### src/rtl/tp_align_pkg.sv
package tp_align_pkg;

  typedef enum logic [1:0] {
    ST_WAIT   = 2'd0,
    ST_CHECK  = 2'd1,
    ST_SETTLE = 2'd2,
    ST_DONE   = 2'd3
  } align_st_e;

endpackage

### src/rtl/tp_lane_pick.sv
module tp_lane_pick #(
  parameter int NUM_LANES = 17,
  parameter int WORD_W    = 8,
  parameter int IDX_W     = 5
) (
  input  logic [NUM_LANES*WORD_W-1:0] lanes_i,
  input  logic [IDX_W-1:0]            idx_i,
  output logic [WORD_W-1:0]           word_o
);

  logic [WORD_W-1:0] lane_arr [NUM_LANES];

  for (genvar g = 0; g < NUM_LANES; g++) begin : g_unpack
    assign lane_arr[g] = lanes_i[g*WORD_W +: WORD_W];
  end

  always_comb begin
    word_o = '0;
    for (int i = 0; i < NUM_LANES; i++) begin
      if (idx_i == IDX_W'(i)) word_o = lane_arr[i];
    end
  end

endmodule

### src/rtl/tp_slip_driver.sv
module tp_slip_driver #(
  parameter int NUM_LANES = 17,
  parameter int IDX_W     = 5
) (
  input  logic                 clk_i,
  input  logic                 rst_ni,
  input  logic                 fire_i,
  input  logic [IDX_W-1:0]     idx_i,
  output logic [NUM_LANES-1:0] slip_o
);

  for (genvar g = 0; g < NUM_LANES; g++) begin : g_pulse
    always_ff @(posedge clk_i) begin
      if (!rst_ni) slip_o[g] <= 1'b0;
      else         slip_o[g] <= fire_i && (idx_i == IDX_W'(g));
    end
  end

endmodule

### src/rtl/tp_lane_flags.sv
module tp_lane_flags #(
  parameter int NUM_LANES = 17,
  parameter int IDX_W     = 5
) (
  input  logic                 clk_i,
  input  logic                 rst_ni,
  input  logic                 clr_i,
  input  logic                 set_i,
  input  logic [IDX_W-1:0]     idx_i,
  output logic [NUM_LANES-1:0] err_o
);

  for (genvar g = 0; g < NUM_LANES; g++) begin : g_flag
    always_ff @(posedge clk_i) begin
      if (!rst_ni)                                err_o[g] <= 1'b0;
      else if (clr_i)                             err_o[g] <= 1'b0;
      else if (set_i && (idx_i == IDX_W'(g)))     err_o[g] <= 1'b1;
    end
  end

endmodule

### src/rtl/tp_lane_aligner.sv
module tp_lane_aligner
  import tp_align_pkg::*;
#(
  parameter int              NUM_LANES  = 17,
  parameter int              WORD_W     = 8,
  parameter int              SETTLE_CYC = 4,
  parameter logic [WORD_W-1:0] TRAIN_WORD = 8'h0F
) (
  input  logic                        clk_i,
  input  logic                        rst_ni,
  input  logic [NUM_LANES*WORD_W-1:0] lane_words_i,
  input  logic                        lock_i,
  input  logic                        force_unlock_i,
  output logic [NUM_LANES-1:0]        slip_o,
  output logic [NUM_LANES-1:0]        lane_err_o,
  output logic                        aligned_o
);

  localparam int IDX_W    = (NUM_LANES > 1) ? $clog2(NUM_LANES) : 1;
  localparam int SLIP_W   = $clog2(WORD_W + 1);
  localparam int SETTLE_W = (SETTLE_CYC > 1) ? $clog2(SETTLE_CYC) : 1;
  localparam logic [IDX_W-1:0]    LAST_LANE = IDX_W'(NUM_LANES - 1);
  localparam logic [SLIP_W-1:0]   SLIP_MAX  = SLIP_W'(WORD_W);
  localparam logic [SETTLE_W-1:0] SETTLE_LD = SETTLE_W'(SETTLE_CYC - 1);

  align_st_e            st_q;
  logic [IDX_W-1:0]     lane_q;
  logic [SLIP_W-1:0]    slips_q;
  logic [SETTLE_W-1:0]  settle_q;
  logic                 seen_q;

  logic [WORD_W-1:0]    cur_word;
  logic                 hit;
  logic                 abort;
  logic                 sampling;
  logic                 fire;
  logic                 give_up;
  logic                 advance;
  logic                 start;

  tp_lane_pick #(
    .NUM_LANES (NUM_LANES),
    .WORD_W    (WORD_W),
    .IDX_W     (IDX_W)
  ) u_pick (
    .lanes_i (lane_words_i),
    .idx_i   (lane_q),
    .word_o  (cur_word)
  );

  // Control decode for the sampling state.
  assign hit      = (cur_word == TRAIN_WORD);
  assign abort    = force_unlock_i || !lock_i;
  assign start    = (st_q == ST_WAIT) && !abort;
  assign sampling = (st_q == ST_CHECK) && !abort;
  assign fire     = sampling && !hit && (slips_q != SLIP_MAX);
  assign give_up  = sampling && !hit && (slips_q == SLIP_MAX);
  assign advance  = give_up || (sampling && hit && seen_q);

  always_ff @(posedge clk_i) begin
    if (!rst_ni) begin
      st_q     <= ST_WAIT;
      lane_q   <= '0;
      slips_q  <= '0;
      settle_q <= '0;
      seen_q   <= 1'b0;
    end else begin
      unique case (st_q)
        ST_WAIT: begin
          if (start) begin
            st_q    <= ST_CHECK;
            lane_q  <= '0;
            slips_q <= '0;
            seen_q  <= 1'b0;
          end
        end
        ST_CHECK: begin
          if (abort) begin
            st_q    <= ST_WAIT;
            lane_q  <= '0;
            slips_q <= '0;
            seen_q  <= 1'b0;
          end else if (advance) begin
            seen_q  <= 1'b0;
            slips_q <= '0;
            if (lane_q == LAST_LANE) st_q   <= ST_DONE;
            else                     lane_q <= lane_q + 1'b1;
          end else if (hit) begin
            seen_q <= 1'b1;
          end else begin
            seen_q   <= 1'b0;
            slips_q  <= slips_q + 1'b1;
            settle_q <= SETTLE_LD;
            st_q     <= ST_SETTLE;
          end
        end
        ST_SETTLE: begin
          if (abort) begin
            st_q    <= ST_WAIT;
            lane_q  <= '0;
            slips_q <= '0;
            seen_q  <= 1'b0;
          end else if (settle_q == '0) begin
            st_q <= ST_CHECK;
          end else begin
            settle_q <= settle_q - 1'b1;
          end
        end
        ST_DONE: begin
          if (force_unlock_i) begin
            st_q   <= ST_WAIT;
            lane_q <= '0;
          end
        end
        default: st_q <= ST_WAIT;
      endcase
    end
  end

  tp_slip_driver #(
    .NUM_LANES (NUM_LANES),
    .IDX_W     (IDX_W)
  ) u_slip (
    .clk_i  (clk_i),
    .rst_ni (rst_ni),
    .fire_i (fire),
    .idx_i  (lane_q),
    .slip_o (slip_o)
  );

  tp_lane_flags #(
    .NUM_LANES (NUM_LANES),
    .IDX_W     (IDX_W)
  ) u_flags (
    .clk_i  (clk_i),
    .rst_ni (rst_ni),
    .clr_i  (start),
    .set_i  (give_up),
    .idx_i  (lane_q),
    .err_o  (lane_err_o)
  );

  assign aligned_o = (st_q == ST_DONE) && (lane_err_o == '0);

endmodule

### config.mk
export PLATFORM = sky130hd
export DESIGN_NAME = tp_lane_aligner
export DESIGN_NICKNAME = d
export VERILOG_FILES = /design/src/rtl/tp_align_pkg.sv /design/src/rtl/tp_lane_pick.sv /design/src/rtl/tp_slip_driver.sv /design/src/rtl/tp_lane_flags.sv /design/src/rtl/tp_lane_aligner.sv
export SDC_FILE = /design/constraint.sdc
export NUM_CORES = 1
export LEC_CHECK = 0
export ABC_CLOCK_PERIOD_IN_PS = 3900
export BUFFER_PORTS_ARGS = -buffer_cell sky130_fd_sc_hd__buf_4
export CAP_MARGIN = 20
export CORE_AREA = 4 4 94 96
export DETAILED_ROUTE_END_ITERATION = 6
export DIE_AREA = 0 0 98 100
export PLACE_DENSITY = 0.76
export SLEW_MARGIN = 20
export SYNTH_ARGS = -nofsm -noshare
export SYNTH_HDL_FRONTEND = slang
export SYNTH_SLANG_ARGS = --single-unit
### constraint.sdc
create_clock -name clk_i -period 3.9 [get_ports clk_i]
set_clock_uncertainty 0.15 [all_clocks]
set_input_delay 0.78 -clock clk_i [delete_from_list [all_inputs] [get_ports clk_i]]
set_output_delay 0.78 -clock clk_i [all_outputs]
set_load 0.01 [all_outputs]
# After elaboration in Yosys (flattened, before gate mapping)
# Cells that the tools add are included.
# word_totals
register_bits	48
in_bits	140
elab_cells	188
out_inout_bits	35
# op_classes
n_bitwise	1
muxes	51
eq_ne	35
addsub	3
reduce_logical	59
# ops
op	n
$mux W8	17
$logic_and A1 B1 Y1	42
$eq A5 B4 Y1 const B	8
$mux W5	6
$mux W2	13
$eq A5 B3 Y1 const B	4
$mux W4	5
$pmux W5 S4	1
$logic_not A17 Y1	1
$ne A2 B2 Y1 const B	8
$pmux W4 S3	1
$eq A5 B2 Y1 const B	2
$reduce_and A5 Y1	2
$ne A3 B3 Y1 const B	3
$eq A8 B4 Y1 const B	1
$ne A4 B4 Y1 const B	2
$pmux W2 S4	1
$reduce_and A6 Y1	1
$add A5 B1 Y5 const B	1
$eq A5 B1 Y1 const B	1
$eq A5 B5 Y1 const B	1
$logic_not A5 Y1	1
$mux W1	5
$add A4 B1 Y4 const B	1
16 further kinds	21

# Depth between registers and ports, before layout
# depth
word_depth	26
depth_mapped	16

# Cells and area by module
# From an unflattened synthesis, not the netlist that was laid out.
# hier_totals
cells_unflattened	465
area_unflattened_um2	3843.7
# modules_own_cells
module	cells_each	seq_area_each_um2	area_per_inst_um2	instances
tp_lane_pick	258	0.0	1736.7	1
tp_lane_aligner	111	280.3	948.4	1
tp_lane_flags	52	340.3	654.4	1
tp_slip_driver	44	340.3	504.2	1

# Worst setup path before layout
# Ideal clock, no wire load.
# synth_path
path_type	register to register
start	register lane_q[0]
end	register slips_q[0]
stages_incl_launch_ff	14
setup_slack_ns	0.513
arrival_ns	3.167
synth_period_minus_slack_ns	3.387
cell_sequence	dfxtp_1 > inv_1 > ha_1 > or4b_1 > buf_2 > o32ai_1 > o21ai_1 > a221o_1 > o2111ai_1 > a211oi_2 > a31oi_4 > mux2_4 > or4_1 > a21boi_1
# synth_between
elab_chain_len	26
word_cells_on_any_way	46
cone_classes	eq/ne (18); mux (20); reduce/logical (8)
# synth_lines
item	line_no	source
from (decl)	tp_lane_aligner.sv:27	logic [IDX_W-1:0] lane_q;
from (signal assigned)	tp_lane_aligner.sv:87	else lane_q <= lane_q + 1'b1;
$logic_not A5 Y1	tp_lane_pick.sv:20	if (idx_i == IDX_W'(i)) word_o = lane_arr[i];
$mux W8 (16 in a row)	tp_lane_pick.sv:20	
$mux W8 *	tp_lane_pick.sv:20	
$eq A8 B4 Y1 *	tp_lane_aligner.sv:52	assign hit = (cur_word == TRAIN_WORD);
$logic_not A1 Y1	tp_lane_aligner.sv:57	assign give_up = sampling && !hit && (slips_q == SLIP_MAX);
$logic_and A1 B1 Y1 (2 in a row)	tp_lane_aligner.sv:57	
$logic_or A1 B1 Y1	tp_lane_aligner.sv:58	assign advance = give_up || (sampling && hit && seen_q);
$mux W4	tp_lane_aligner.sv:83	end else if (advance) begin
$mux W4	tp_lane_aligner.sv:78	if (abort) begin
$pmux W4 S3	tp_lane_aligner.sv:68	unique case (st_q)
to (signal assigned)	tp_lane_aligner.sv:92	slips_q <= slips_q + 1'b1;
to (decl)	tp_lane_aligner.sv:28	logic [SLIP_W-1:0] slips_q;
# Mark *: on every way between the ends. The rest lies on a longest branch, timed or not.
# A chain may end at the register's enable or synchronous reset.

# Worst setup path after layout
# Ends and elaborated chain as after synthesis.

==> flow_metrics.env <==
export IMPL_wl_per_cell_um=20.2
export IMPL_path_clk_slew_ps=90
export IMPL_swShare_pct=23.9
export IMPL_setup_viol=0
export IMPL_synthCells=497
export IMPL_clockPowerShare_pct=31.9
export IMPL_synth_edf_count=0
export IMPL_overflow=0
export IMPL_grt_max_degree=51
export IMPL_final_antenna_net_count=0
export IMPL_dr_pass1_iters=5
export IMPL_critPathMaxStageDelay_ps=520
export IMPL_crit_slowest_cell="or4b_1"
export IMPL_ys_ff_latch=48
export IMPL_cts_sinks=48
export IMPL_layout_commonest_cell="buf_4"
export IMPL_clockRootBuffer="clkbuf_8"
export IMPL_postCtsHoldBufs=0
export IMPL_cts_resized=0
export IMPL_relSlewSlack_pct=49.7
export IMPL_gp_congestion=1.04
export IMPL_arrival_ps=3810
export IMPL_peakVddDrop_v=0.000110
export IMPL_min_period_over_period_pct=95.5
export IMPL_start_util_pct=45.7
export IMPL_diodes=0
export IMPL_grt_pass1_wl_um=24400
export IMPL_finalHoldViolCount=0
export IMPL_finalSetupTns_ps=0
export IMPL_crit_required_ps=3990
export IMPL_path_buf_inv=2
export IMPL_worstSetupPathType="flop to flop"
export IMPL_clockBufferDepth=2
export IMPL_grt_total_usage_pct=30.6
export IMPL_finalNetCount=817
export IMPL_power_leakage_nw=2.24
export IMPL_core_area_mm2=0.00805
export IMPL_vias_per_cell=6.26
export IMPL_ys_types=76
export IMPL_io_buffers=174
export IMPL_outcome="finished clean"
export IMPL_cp_start_kind="flop"
export IMPL_yosys_warnings=0
export IMPL_synth_async_sr_flop_share_pct=0
export IMPL_crit_family="simple AND/OR/NAND/NOR gates"
export IMPL_rsz0062_at_grt="false"
export IMPL_syn_area_mm2=0.00368
export IMPL_sequentialPowerShare_pct=50.1
export IMPL_grt_pass1_vias=4757
export IMPL_hold_class="flop to flop"
export IMPL_powerDensity_mw_per_mm2=185
export IMPL_htree_levels=2
export IMPL_switchingPower_uw=235
export IMPL_area_growth_synth_to_final_pct=44.0
export IMPL_holdWs_ps=343
export IMPL_drtIter0Drc=439
export IMPL_drive_gt1_share_pct=34.5
export IMPL_totalWireLength_um=15600
export IMPL_die_w_um=98
export IMPL_synthTopCellsByArea="dfxtp_1, o21ai_0, nand2_1"
export IMPL_end_kind="flop"
export IMPL_post_cts_buffers=0
export IMPL_drv_slew=0
export IMPL_vias=4849
export IMPL_syn_nets=645
export IMPL_p_int_uw=748
export IMPL_die_h_um=100
export IMPL_io_pins=175
export IMPL_seq_area_frac_synth_pct=26.1
export IMPL_synth_top_cell_area_share_pct=26.1
export IMPL_hpwl_um=12500
export IMPL_cts_tree="built"
export IMPL_cts_buffers=5
export IMPL_worstSkewPairLatency_ps=300
export IMPL_yosys_area_top_type="dfxtp_1"
export IMPL_max_freq_ghz=0.268
export IMPL_drc=0
export IMPL_rows=33
export IMPL_period_minus_slack_ps=3720
export IMPL_antenna_found_initial=0
export IMPL_most_common_layout_cells="buf_4, dfxtp_1, nand2_1, nor2_1, o21ai_0"
export IMPL_syn_avg_cell_area_um2=7.40
export IMPL_synth_flop_cell="dfxtp_1"
export IMPL_max_cap_violations=0
export IMPL_combPwrFrac_pct=18.0
export IMPL_worst_pin_slew_ps=746
export IMPL_dieArea_mm2=0.00980
export IMPL_path_cells="inv_1, ha_1, or4b_1, buf_4, o32ai_1, a32oi_1, nor3_1, o21a_1, a21oi_1, a31oi_4, mux2_4, or4_1, a21boi_1"
export IMPL_nFillCells=720
export IMPL_path_max_fanout=11
[logic make-up after synthesis]
group           after synthesis  share of synthesized area (%)
mux                           2                          0.680
xor+xnor                      1                          0.238
fa+ha+maj                     8                           2.72
compound gates              173                           33.2
buf+inv                      72                           8.13
flops                        48                           26.1
simple gates                193                           28.9
[worst min-delay path, cell delays in order (launching register included)]
cell and delay, ps:
dfxtp_1 330, nand2_1 50, o21ai_0 60
[metrics by stage]
stage               setup slack, ps  area, um^2  cells  power [mW]  util [%]
floorplan                       513        3680    497       0.548         -
global placement                238        5190    767       0.678      64.5
detailed placement              204        5190    767       0.678      64.5
CTS                             178        5290    775       0.983      65.7
global route                   3.19        5300    775        1.02      65.8
finish                          176        5300    775       0.983      65.8
[area by class of cell]
type                    instances  area [um^2]  area share, %
inverters                      29          109           2.05
well taps                     105          131           2.48
multi-input cells             377         2430           45.8
clock inverters                 2         13.8          0.260
repair buffers                208         1570           29.7
flip-flops and latches         48          961           18.1
clock buffers                   6         82.6           1.56
[layer usage]
layer	track usage, %	wire length, um	up-vias
met5	0	0	-
met4	12.9	671	0
met3	7.09	1810	66
met2	48.3	7260	342
met1	40.3	5880	2233
li1	-	-	2208
[Yosys cell counts (4+ instances only)]
cell       number
nand2b_1        8
nand2_1        44
a211oi_1        5
nor4_1         11
o2111ai_1       4
a31oi_1         4
a221oi_1        9
nor2_1         40
or3_1           7
dfxtp_1        48
nand4_1         6
o32ai_1         5
a21o_1          4
a21oi_1        32
clkbuf_1       20
nand3_1        10
nand4bb_1       5
buf_2          17
o21ai_0        40
o22ai_1         7
nor3b_1         6
inv_1          29
o31ai_1         4
o211ai_1        6
o221ai_1        5
buf_1           4
o21a_1          5
ha_1            8
nor2b_1        10
nor3_1         17
[registers in the layout, summed over array words and instances, names as in the netlist]
register / count
seen_q: 1
settle_q: 2
u_slip.slip_o: 17
slips_q: 4
lane_q: 5
u_flags.err_o: 17
st_q: 2
[path summary, 6_finish.rpt]
kind | end | startpoint | cells past startpoint | slack (ps)
worst max-delay path | slips_q[0] | lane_q[0] | 13 | 180
worst min register to register | u_flags.err_o[11] | u_flags.err_o[11] | 2 | 340
worst max register to register | slips_q[0] | lane_q[0] | 13 | 180
worst min-delay path | u_flags.err_o[11] | u_flags.err_o[11] | 2 | 340
[power by group through the flow]
| stage | registers, mW | clock network (mW) | logic, mW |
|---|---|---|---|
| after global routing | 0.493 | 0.334 | 0.189 |
| after global placement | 0.504 | 0 | 0.174 |
| after floorplan | 0.503 | 0 | 0.0455 |
| after detailed placement | 0.504 | 0 | 0.173 |
| after CTS | 0.493 | 0.316 | 0.174 |
| final | 0.493 | 0.313 | 0.177 |
No activity file was read; power rests on OpenSTA's default activity.
